$ cat config.mk
export PLATFORM = sky130hd
export DESIGN_NAME = opcode_throttle
export DESIGN_NICKNAME = d
export VERILOG_FILES = /design/src/rtl/opcode_throttle.sv
export SDC_FILE = /design/constraint.sdc
export NUM_CORES = 1
export LEC_CHECK = 0
export BUFFER_PORTS_ARGS = -buffer_cell sky130_fd_sc_hd__buf_2
export CAP_MARGIN = 15
export CORE_ASPECT_RATIO = 1.25
export CORE_MARGIN = 4
export CORE_UTILIZATION = 57
export DETAILED_ROUTE_END_ITERATION = 8
export GPL_TIMING_DRIVEN = 0
export PLACE_DENSITY = 0.82
export SYNTH_ARGS = -nofsm -noshare
export SYNTH_HDL_FRONTEND = slang
export SYNTH_SLANG_ARGS = --single-unit
$ cat constraint.sdc
create_clock -name clk -period 2.7 [get_ports clk]
set_input_delay 0.405 -clock clk [delete_from_list [all_inputs] [get_ports clk]]
set_output_delay 0.405 -clock clk [all_outputs]
set_load 0.02 [all_outputs]
$ cat src/rtl/opcode_throttle.sv
module opcode_throttle #(
  parameter logic [7:0] LEGACY_OP  = 8'hE2,
  parameter logic [3:0] UNLOCK_KEY = 4'b0001,
  parameter int         MIN_STALL  = 4
) (
  input  logic       clk,
  input  logic       rst_n,
  input  logic       cfg_we,
  input  logic [2:0] cfg_addr,
  input  logic [7:0] cfg_wdata,
  output logic [7:0] cfg_rdata,
  input  logic       dec_valid_in,
  input  logic [7:0] dec_opcode,
  output logic       dec_valid_out,
  output logic       stall_req
);
  localparam logic [3:0] MIN_LEN = 4'(MIN_STALL);

  logic [3:0] key_q, cnt_q;
  logic [7:0] match_q, ctl_a_q, ctl_b_q, ctl_c_q;
  logic       slow_q, pass_q;

  wire unlocked = (key_q == UNLOCK_KEY);

  always_ff @(posedge clk or negedge rst_n) begin
    if (!rst_n) begin
      key_q   <= '0;
      match_q <= '0;
      ctl_a_q <= '0;
      ctl_b_q <= '0;
      ctl_c_q <= '0;
      slow_q  <= 1'b0;
    end else if (cfg_we) begin
      if (cfg_addr == 3'd0) key_q <= cfg_wdata[3:0];
      else if (unlocked) begin
        case (cfg_addr)
          3'd1:    match_q <= cfg_wdata;
          3'd2:    ctl_a_q <= cfg_wdata;
          3'd3:    ctl_b_q <= cfg_wdata;
          3'd4:    ctl_c_q <= cfg_wdata;
          3'd5:    slow_q  <= cfg_wdata[0];
          default: ;
        endcase
      end
    end
  end

  always_comb begin
    cfg_rdata = '0;
    if (cfg_addr == 3'd0) cfg_rdata = {4'b0, key_q};
    else if (unlocked) begin
      case (cfg_addr)
        3'd1:    cfg_rdata = match_q;
        3'd2:    cfg_rdata = ctl_a_q;
        3'd3:    cfg_rdata = ctl_b_q;
        3'd4:    cfg_rdata = ctl_c_q;
        3'd5:    cfg_rdata = {7'b0, slow_q};
        default: cfg_rdata = '0;
      endcase
    end
  end

  wire [3:0] prog_len = (ctl_a_q[3:0] < MIN_LEN) ? MIN_LEN : ctl_a_q[3:0];
  wire prog_hit = ctl_a_q[7] && (ctl_a_q[3:0] != 4'd0) &&
                  (((dec_opcode ^ match_q) & ~ctl_b_q) == 8'h00);
  wire slow_hit = slow_q && (dec_opcode == LEGACY_OP);
  wire busy     = (cnt_q != 4'd0);
  wire start    = dec_valid_in && (prog_hit || slow_hit) && !pass_q && !busy;
  wire [3:0] len = prog_hit ? prog_len : MIN_LEN;

  assign stall_req     = start | busy;
  assign dec_valid_out = dec_valid_in & ~stall_req;

  always_ff @(posedge clk or negedge rst_n) begin
    if (!rst_n) begin
      cnt_q  <= '0;
      pass_q <= 1'b0;
    end else begin
      if (start)     cnt_q <= len - 4'd1;
      else if (busy) cnt_q <= cnt_q - 4'd1;
      if (busy && cnt_q == 4'd1)       pass_q <= 1'b1;
      else if (dec_valid_in && pass_q) pass_q <= 1'b0;
    end
  end


  valid_gated_chk: assert property (@(posedge clk) disable iff (!rst_n)
    !(stall_req && dec_valid_out));


  locked_read_chk: assert property (@(posedge clk) disable iff (!rst_n)
    (!unlocked && cfg_addr != 3'd0) |-> cfg_rdata == 8'h00);


  locked_write_chk: assert property (@(posedge clk) disable iff (!rst_n)
    (cfg_we && cfg_addr != 3'd0 && !unlocked) |=>
      ($stable(match_q) && $stable(ctl_a_q) && $stable(ctl_b_q) && $stable(ctl_c_q) && $stable(slow_q)));


  min_stall_chk: assert property (@(posedge clk) disable iff (!rst_n)
    $rose(stall_req) |=> stall_req);


  pass_after_stall_chk: assert property (@(posedge clk) disable iff (!rst_n)
    pass_q |-> !stall_req);


  reset_key_chk: assert property (@(posedge clk) disable iff (!rst_n)
    $rose(unlocked) |-> $past(cfg_we && cfg_addr == 3'd0));
endmodule

[After elaboration in Yosys (flattened, before gate mapping)]
Cells that the tools add are included.
Operators by class
  $add $sub $neg: 2
  $mul: 0
  div/mod/pow operators: 0
  order comparisons: 1
  eq/ne operators: 8
  shift-type cells: 0
  multiplexer cells: 9
  bitwise gates (word level): 7
  reduce and logical (&&, ||, !) cells: 23
Operators by type and width (count)
  $pmux 8 s5: 1
  $reduce_and 4->1: 5
  $mux 4: 4
  $mux 8: 2
  $and 8x8->8: 1
  $eq 4x1->1 const B: 2
  $eq 8x8->1 const B: 1
  $logic_and 1x1->1: 8
  $logic_not 8->1: 1
  $not 8->8: 1
  $reduce_bool 4->1: 2
  $sub 4x1->4 const B: 2
  $xor 8x8->8: 1
  $eq 3x2->1 const B: 2
  $eq 3x3->1 const B: 2
  $lt 4x3->1 const B: 1
  $reduce_bool 2->1: 2
  $eq 3x1->1 const B: 1
  $logic_not 3->1: 1
  $logic_not 1->1: 2
  $mux 1: 2
  $not 1->1: 2
  $reduce_and 2->1: 1
  $and 1x1->1: 1
  2 further kinds: 2
Word-level totals
  flip-flop bits (word level): 42
  latch bits: 0
  memory bits (writable): 0
  bits in read-only memories: 0
  input bits: 23
  output and inout port bits: 10
  word-level logic and storage cells: 58
  memories kept: 0

[Logic depth before layout (Yosys ltp)]
Gate-level depths: netlist (run 1).
  depth after elaboration: 11
  depth in mapped cells: 9

[Worst setup path after synthesis (run 1)]
Ideal clock, no wire load.
  kind: input to output
  start point: input port cfg_addr[1]
  end point: output port cfg_rdata[0]
  data arrival time: 2003 ps
  data required time: 2295 ps
  setup slack: 292 ps
  stages: 6
  buffers on the path: 2
  path through: clkbuf_1 -> buf_1 -> mux2i_1 -> a211oi_1 -> a21oi_1 -> o21ai_0
Between the ends
  cells in the longest elaborated chain, start to end: 4
  elaborated cells on any way between the ends: 9
  those cells by class: eq/ne: 5; mux: 3; reduce/logical: 1
Ends and longest elaborated chain
  start: declaration: RTL line 9  | input logic [2:0] cfg_addr,
  $eq 3x3->1, or another cell as far along: RTL line 52  | case (cfg_addr)
  $pmux 8 s5: RTL line 52
  $mux 8: RTL line 51  | else if (unlocked) begin
  $mux 8 *: RTL line 50  | if (cfg_addr == 3'd0) cfg_rdata = {4'b0, key_q};
  end: declaration: RTL line 11  | output logic [7:0] cfg_rdata,
Every way passes the cells marked *; elsewhere a longest branch is shown, timed or not.

[Worst setup path after layout (run 1)]
  start point: register ctl_a_q[3]
  end point: output port dec_valid_out
Between the ends
  cells in the longest elaborated chain, start to end: 10
Ends and longest elaborated chain
  start: declaration: RTL line 20  | logic [7:0] match_q, ctl_a_q, ctl_b_q, ctl_c_q;
  start signal: assignment: RTL line 38  | 3'd2: ctl_a_q <= cfg_wdata;
  $reduce_bool 4->1: RTL line 64  | wire prog_hit = ctl_a_q[7] && (ctl_a_q[3:0] != 4'd0) &&
  $logic_and 1x1->1 (2 in series): RTL line 64
  $logic_or 1x1->1: RTL line 68  | wire start = dec_valid_in && (prog_hit || slow_hit) && !pass_q && !busy;
  $logic_and 1x1->1 (3 in series): RTL line 68
  $or 1x1->1: RTL line 71  | assign stall_req = start | busy;
  $not 1->1: RTL line 72  | assign dec_valid_out = dec_valid_in & ~stall_req;
  $and 1x1->1: RTL line 72
  end: declaration: RTL line 14  | output logic dec_valid_out,
Every way passes these cells.

==> results of run 1 <==
[cell type report]
| cell class | count | area [sq um] | share of cell area (%) |
|---|---|---|---|
| Clock inverter | 1 | 30.0 | 1.14 |
| Inverter | 4 | 15.0 | 0.570 |
| Clock buffer | 7 | 76.3 | 2.90 |
| Tap cell | 54 | 67.6 | 2.57 |
| Buffer | 6 | 25.0 | 0.951 |
| Multi-Input combinational cell | 153 | 1220 | 46.2 |
| Timing Repair Buffer | 30 | 150 | 5.70 |
| Sequential cell | 42 | 1050 | 39.9 |
[state kept, by name (all words and copies together) (netlist names)]
register,cells
pass_q,1
key_q,4
cnt_q,4
slow_q,1
ctl_a_q,8
ctl_b_q,8
match_q,8
ctl_c_q,8
[repair_timing]
| item | in CTS | in global routing |
|---|---|---|
| setup endpoints to repair | 0 | 2 |
| resized for setup | 0 | 2 |
| buffers inserted | 0 | 0 |
[synth_stat cells, types with 2 or more instances]
cell / number
a21oi_1: 7
a22oi_1: 7
a31oi_1: 2
and2_1: 2
buf_1: 2
clkbuf_1: 3
dfrtp_1: 42
ha_1: 4
inv_1: 4
mux2_2: 43
mux2i_1: 5
nand2_1: 14
nand3_1: 3
nand4b_1: 3
nor2_1: 18
nor2b_1: 3
nor3_1: 3
o21ai_0: 5
o22a_1: 3
o22ai_1: 3
o31ai_1: 3
xnor2_1: 9
[layout by cell type (no fill, tap or decap), types with 2 or more instances in the layout]
| master | Yosys | final |
|---|---|---|
| o31ai_1 | 3 | 3 |
| a21oi_1 | 7 | 7 |
| inv_1 | 4 | 4 |
| dfrtp_1 | 42 | 42 |
| nor2_1 | 18 | 18 |
| and2_1 | 2 | 2 |
| nand2_1 | 14 | 14 |
| buf_2 | 1 | 31 |
| ha_1 | 4 | 4 |
| nand4b_1 | 3 | 3 |
| mux2_2 | 43 | 43 |
| clkbuf_8 | 0 | 5 |
| o22ai_1 | 3 | 3 |
| nor2b_1 | 3 | 3 |
| a22oi_1 | 7 | 7 |
| nor3_1 | 3 | 3 |
| xnor2_1 | 9 | 9 |
| o22a_1 | 3 | 3 |
| clkbuf_1 | 3 | 5 |
| mux2i_1 | 5 | 5 |
| nand3_1 | 3 | 3 |
| o21ai_0 | 5 | 5 |
[per-layer routing]
| layer | track usage, % | up-vias |
|---|---|---|
| li1 | - | 825 |
| met1 | 26.8 | 855 |
| met2 | 38.8 | 42 |
| met3 | 5.23 | 6 |
| met4 | 7.19 | 0 |
| met5 | 0 | - |
[worst max-delay path, delay by kind of cell, from the launching register on]
family,cells,cell delay (ns)
and+or+nand+nor,4,0.91
DFF,1,0.44
AOI/OAI and AO/OA,2,0.36
buffers and inverters,1,0.16
[cell families after synthesis]
group	Yosys count	synth area share, %
AND/OR/NAND/NOR	57	13.5
multiplexers	48	23.2
flip-flops	42	45.7
AO/OA/AOI/OAI	34	9.95
XOR/XNOR	10	3.81
buffers and inverters	10	1.69
adder cells (fa/ha/maj)	4	2.18
[stage by stage]
| stage | total power [mW] | area, sq um | hold slack [ns] |
|---|---|---|---|
| after global placement | 1.43 | 2520 | 0.472 |
| after detailed placement | 1.45 | 2520 | 0.496 |
| after global routing | 2.05 | 2630 | 0.312 |
| after CTS | 1.93 | 2630 | 0.277 |
| after floorplan | 1.29 | 2300 | 0.109 |
| final | 1.91 | 2630 | 0.241 |
[power breakdown]
group / leakage [nW] / switching [mW] / internal, mW
clock: 0.0524 / 0.206 / 0.277
sequential: 0.552 / 0.130 / 0.784
combinational: 0.626 / 0.249 / 0.268
[path summary, 6_finish.rpt]
| check | from | end | slack [ns] | cells past startpoint |
|---|---|---|---|---|
| setup reg to reg | key_q[1]$_DFFE_PN0P_ | match_q[2]$_DFFE_PN0P_ | 0.32 | 6 |
| hold reg to reg | cnt_q[3]$_DFFE_PN0P_ | cnt_q[3]$_DFFE_PN0P_ | 0.51 | 1 |
| min in group clk | dec_valid_in | pass_q$_DFFE_PN0P_ | 0.34 | 2 |
| hold / removal | rst_n | ctl_b_q[5]$_DFFE_PN0P_ | 0.24 | 1 |
| setup / recovery | ctl_a_q[3]$_DFFE_PN0P_ | dec_valid_out | 0.13 | 7 |
| max in group asynchronous | rst_n | cnt_q[3]$_DFFE_PN0P_ | 1.87 | 1 |
==> parameters.txt, run 1 <==
Parameter                              Value

Status
  Run status ... completed

Power and ir drop
  Maximum VDD drop ... between 0.0004 and 0.0005 V
  Power density relative to cell area ... roughly 730 mW/mm^2
  Cell leakage power ... 1.23 nW

Placed design
  HPWL reported at the end of detailed placement ... approximately 3.8 mm
  Number of port buffers ... 30
  Post-placement worst setup slack ... roughly 0.089 ns
  Routability congestion estimate ... 0.812
  Cells after DPL ... about 290

Timing
  RSZ-0062 raised after global routing ... no
  Count of endpoints failing setup in the final report ... 0
  Crit share post-route ... 95.1%
  Final Critical Period ... ~2.6 ns
  Max-slew violation count ... 0
  Clk_skew ... just over 0.003 ns
  Max-slew headroom ... about two fifths
  Worst Setup Slack, final ... around 0.13 ns
  Actual slew at the worst max-slew pin ... a little over 0.9 ns
  Achievable Freq ... a little under 400 MHz
  Setup TNS ... 0 ns
  Count of endpoints failing hold in the final timing report ... 0

Die
  Floorplan Core Area ... roughly 0.0038 sq mm
  Number of placement rows ... 25
  Die Area ... roughly 0.005 sq mm
  Initial Util ... between 50% and 60%
  Die height ... ~79 um
  Die X-Extent ... 64.8 um
  Boundary pin count ... 33

Final layout
  Total inserted antenna cells ... 0
  Final layout net count ... 269
  Fraction of final layout cells with drive strength greater than 1 ... between 30% and 40%
  Area Overhead vs Synth ... 14.4%
  Finished Core Util ... 68.4%
  Number of inserted filler cells in the final layout ... between 300 and 400
  Fin cells ... about 300

Drt
  Violation count after the first detailed-routing iteration ... 42
  Via density ... 5.82
  Detailed-router iteration count before antenna repair ... 4
  Detail Route Antenna Nets ... 0
  Met2 Routed Length ... 2.62 mm
  Max layer used ... met4
  WL met3 ... ~280 um
  Total Routed Length ... ~5 mm
  WL met1 ... ~2.1 mm
  DR WL/cell ... around 17 um
  Number of design rule violations left after detail routing ... 0
  Via count ... 1728

Synthesis
  Number of enable-type register cells in the synthesized netlist ... 0
  Distinct cells, synth ... 39
  Cell taking the most area after synthesis ... dfrtp_1
  Most used DFF post-synth ... dfrtp_1
  Number of instances in the synthesized netlist ... between 200 and 250
  Share of flip-flops with an asynchronous set or reset after synthesis ... 100%
  Post-Syn Area ... between 0.002 and 0.0025 sq mm
  Fraction of the yosys area taken by sequential cells ... between 40% and 50%
  Yosys synthesis warning count ... 0
  Top post-synthesis cells by area ... dfrtp_1 (46%), mux2_2 (21%), xnor2_1 (3.4%)
  Nets in the synthesized netlist ... 232
  Share of the synthesized area in the top cell type ... 45.7%
  Number of storage elements in the synthesis netlist ... 42
  Average size of a mapped cell ... 11.2 sq um

Clock tree
  Num Clock Sinks ... 42
  Clock transition time at the flip-flop clock pins of the worst setup and hold paths ... about 0.080 ns
  Number of levels in the clock H-tree ... 2
  Maximum number of buffers from clock root to sink ... 2
  TritonCTS clock tree ... built
  Worst-Skew Late Latency ... between 0.2 and 0.3 ns
  Hold-fix buffer count after cts ... 0
  Number of buffers created by CTS ... 5
  Buffer type at the clock tree root ... clkbuf_8

Worst setup path
  Critical path class ... flip-flop to output port
  Data arrival at the endpoint of the critical path ... approximately 2.2 ns
  Critical path peak fanout ... 6
  Startpoint types ... flip-flop
  Delay of the slowest cell on the worst path ... approximately 0.55 ns
  Slowest-stage cell, CP ... or4_1
  Nature of the critical path endpoint ... output port
  Worst path required time ... about 2.3 ns
  Chain of cells forming the critical path ... or4_1 -> o211ai_1 -> nor3_1 -> a31oi_2 -> nand3_1 -> nor2_1 -> buf_2

Hold path
  Type of the tightest min-delay check ... input pin to asynchronous set/reset pin

Global routing
  Maximum number of pins on one net before global-route repair ... 43
  Number of antenna violations at the first check in global routing ... 0
  Aggregate global-route resource usage ... between 20% and 30%
  First-pass GRT wire length ... roughly 8.5 mm
  Via count of the first global-routing pass ... 1774
  Overflow left after global routing ... 0

Flow run
  Maximum Capacitance Violations ... 0
(Power assumes the default switching activity.)
==> run 2, diff against run 1 <==
- CELL_PAD_IN_SITES_DETAIL_PLACEMENT: unset -> 0
- CELL_PAD_IN_SITES_GLOBAL_PLACEMENT: unset -> 2
- CORE_UTILIZATION: 57 -> 37
==> parameters.txt, run 2 (synthesized netlist as in run 1, its figures left out) <==
Parameter                              Value

Die
  Boundary pin count ... 33 (unchanged)
  Die Area ... 0.00755 sq mm (+47%)
  Floorplan Core Area ... 0.00593 sq mm (+54%)
  Number of placement rows ... 31 (+24%)
  Die X-Extent ... 78.5 um (+21%)
  Die height ... 96.2 um (+22%)
  Initial Util ... 38.8% (-21 points)

Placed design
  Cells after DPL ... 317 (+9.7%)
  Routability congestion estimate ... 0.800 (-1.6%)
  HPWL reported at the end of detailed placement ... 4.13 mm (+10%)
  Number of port buffers ... 30 (unchanged)

Timing
  Max-slew violation count ... 0 (unchanged)
  Actual slew at the worst max-slew pin ... 0.976 ns (+0.0497 ns)
  RSZ-0062 raised after global routing ... no
  Count of endpoints failing hold in the final timing report ... 0 (unchanged)
  WHS ... 0.273 ns (+0.0321 ns)
  Setup TNS ... 0 ns (unchanged)
  Achievable Freq ... 400 MHz (+2.8%)
  Crit share post-route ... 92.5% (-2.6 points)
  Clk_skew ... 0.00117 ns (-0.00189 ns)
  Max-slew headroom ... 34.9% (-3.3 points)
  Final Critical Period ... 2.50 ns (-0.0707 ns)
  Count of endpoints failing setup in the final report ... 0 (unchanged)

Final layout
  Most common library cell in the layout ignoring fill and taps ... mux2_2
  Commonest cells after routing, fill and taps aside ... mux2_2 (43), dfrtp_1 (42), buf_2 (31)
  Fraction of final layout cells with drive strength greater than 1 ... 36.1% (+1.1 points)
  Final layout net count ... 270 (+0.37%)
  Area Overhead vs Synth ... 16.4%
  Number of inserted filler cells in the final layout ... 594 (+83%)
  Fin cells ... 326 (+9.8%)
  Total inserted antenna cells ... 0 (unchanged)

Worst setup path
  Reg2Reg Setup Slack ... 0.25 ns (-0.07 ns)
  Reg2reg end ... match_q[3]$_DFFE_PN0P_
  Critical path peak fanout ... 6 (unchanged)
  Reg-to-reg startpoint ... key_q[1]$_DFFE_PN0P_
  Logic depth of the worst register-to-register path ... 6 (unchanged)
  Data arrival at the endpoint of the critical path ... 2.09 ns (-0.07 ns)
  Nature of the critical path endpoint ... output port
  Critical path class ... flip-flop to output port
  Worst path required time ... 2.30 ns (about the same)
  Startpoint types ... flip-flop

Power and ir drop
  Overall power consumption ... 1.90 mW (-0.84%)
  Cell leakage power ... 1.24 nW (+0.75%)
  Maximum VDD drop ... 0.000305 V (-29%)
  Power density relative to cell area ... 709 mW/mm^2 (-2.6%)

Global routing
  Number of antenna violations at the first check in global routing ... 0 (unchanged)
  Overflow left after global routing ... 0 (unchanged)
  Maximum number of pins on one net before global-route repair ... 43 (unchanged)
  Aggregate global-route resource usage ... 15.9% (-6.3 points)
  First-pass GRT wire length ... 9.34 mm (+10%)
  Via count of the first global-routing pass ... 1824 (+2.8%)

Clock tree
  Num Clock Sinks ... 42 (unchanged)
  Number of levels in the clock H-tree ... 2 (unchanged)
  Clock transition time at the flip-flop clock pins of the worst setup and hold paths ... 0.08 ns (about the same)
  Maximum number of buffers from clock root to sink ... 2 (unchanged)
  Number of buffers created by CTS ... 5 (unchanged)
  TritonCTS clock tree ... built
  Worst-Skew Late Latency ... 0.28 ns (about the same)
  Buffer type at the clock tree root ... clkbuf_8

Status
  Run status ... completed

Drt
  Via density ... 5.32 (-8.6%)
  Via count ... 1734 (+0.35%)
  Detail Route Antenna Nets ... 0 (unchanged)
  Violation count after the first detailed-routing iteration ... 77 (+83%)
  Number of design rule violations left after detail routing ... 0 (unchanged)
  Total Routed Length ... 5.51 mm (+8.8%)
  DR WL/cell ... 16.9 um (-0.91%)
  Detailed-router iteration count before antenna repair ... 5 (+1)

Flow run
  Maximum Capacitance Violations ... 0 (unchanged)

Hold path
  Type of the tightest min-delay check ... input pin to asynchronous set/reset pin
run 2: cell count changes in the layout (fill, tap and decap cells not counted):
| cell | change |
|---|---|
| clkbuf_8 | +3 |
| bufinv_16 | -1 |
| clkbuf_1 | -2 |
| buf_4 | +1 |
run 2: repair_timing:
| item | CTS | global route |
|---|---|---|
| gates resized for setup | 1 | 1 |
| setup endpoints to repair | 1 | 2 |
| hold buffers | 0 | 0 |
| pin swaps | 0 | 1 |
| buffers inserted | 0 | 1 |
| gates cloned | 0 | 0 |
run 2: through the flow:
stage	instance area, sq um	worst slack (ns)	utilization, %
after global placement	2550	0.0734	43.0
after global routing	2680	0.0526	45.1
after CTS	2670	0.0836	45.0
after detailed placement	2550	0.111	43.0
final	2680	0.203	45.1
after floorplan	2300	0.292	-
run 2: per-layer routing:
layer	GRT usage (%)	share of wire, %
met1	20.2	48
met2	27.5	48
met3	3.37	4.0
met4	3.94	0.53
met5	0	0
run 2: how the worst max path moves through the flow:
stage                     slack [ns]       endpoint                    from  cells after the start
final                           0.20  dec_valid_out  ctl_a_q[3]$_DFFE_PN0P_                      7
after global routing            0.05   cfg_rdata[2]    key_q[1]$_DFFE_PN0P_                      5
after CTS                       0.08  dec_valid_out  ctl_a_q[3]$_DFFE_PN0P_                      7
after detailed placement        0.11   cfg_rdata[0]             cfg_addr[1]                      7
after global placement          0.07   cfg_rdata[0]             cfg_addr[1]                      7
after floorplan                 0.29   cfg_rdata[0]             cfg_addr[1]                      6
run 2: layout make-up:
class	count	area, sq um	share of cell area [%]
well taps	82	103	3.83
clock buffers	8	110	4.11
multi-input cells	153	1220	45.4
flip-flops and latches	42	1050	39.2
plain buffers	6	25.0	0.934
inverters	4	15.0	0.560
repair buffers	31	158	5.89
run 2: where the power goes:
group,internal (mW),leakage (nW),total [mW],switching [mW]
combinational,0.269,0.630,0.521,0.252
sequential,0.784,0.552,0.913,0.129
clock,0.258,0.0575,0.465,0.207
total,1.31,1.24,1.90,0.587
run 2: critical path: stages, from the launching register on:
cell	delay, ns
dfrtp_1	0.44
or4_1	0.54
o211ai_1	0.11
nor3_1	0.12
a31oi_2	0.22
nand3_1	0.12
nor2_1	0.09
buf_2	0.16
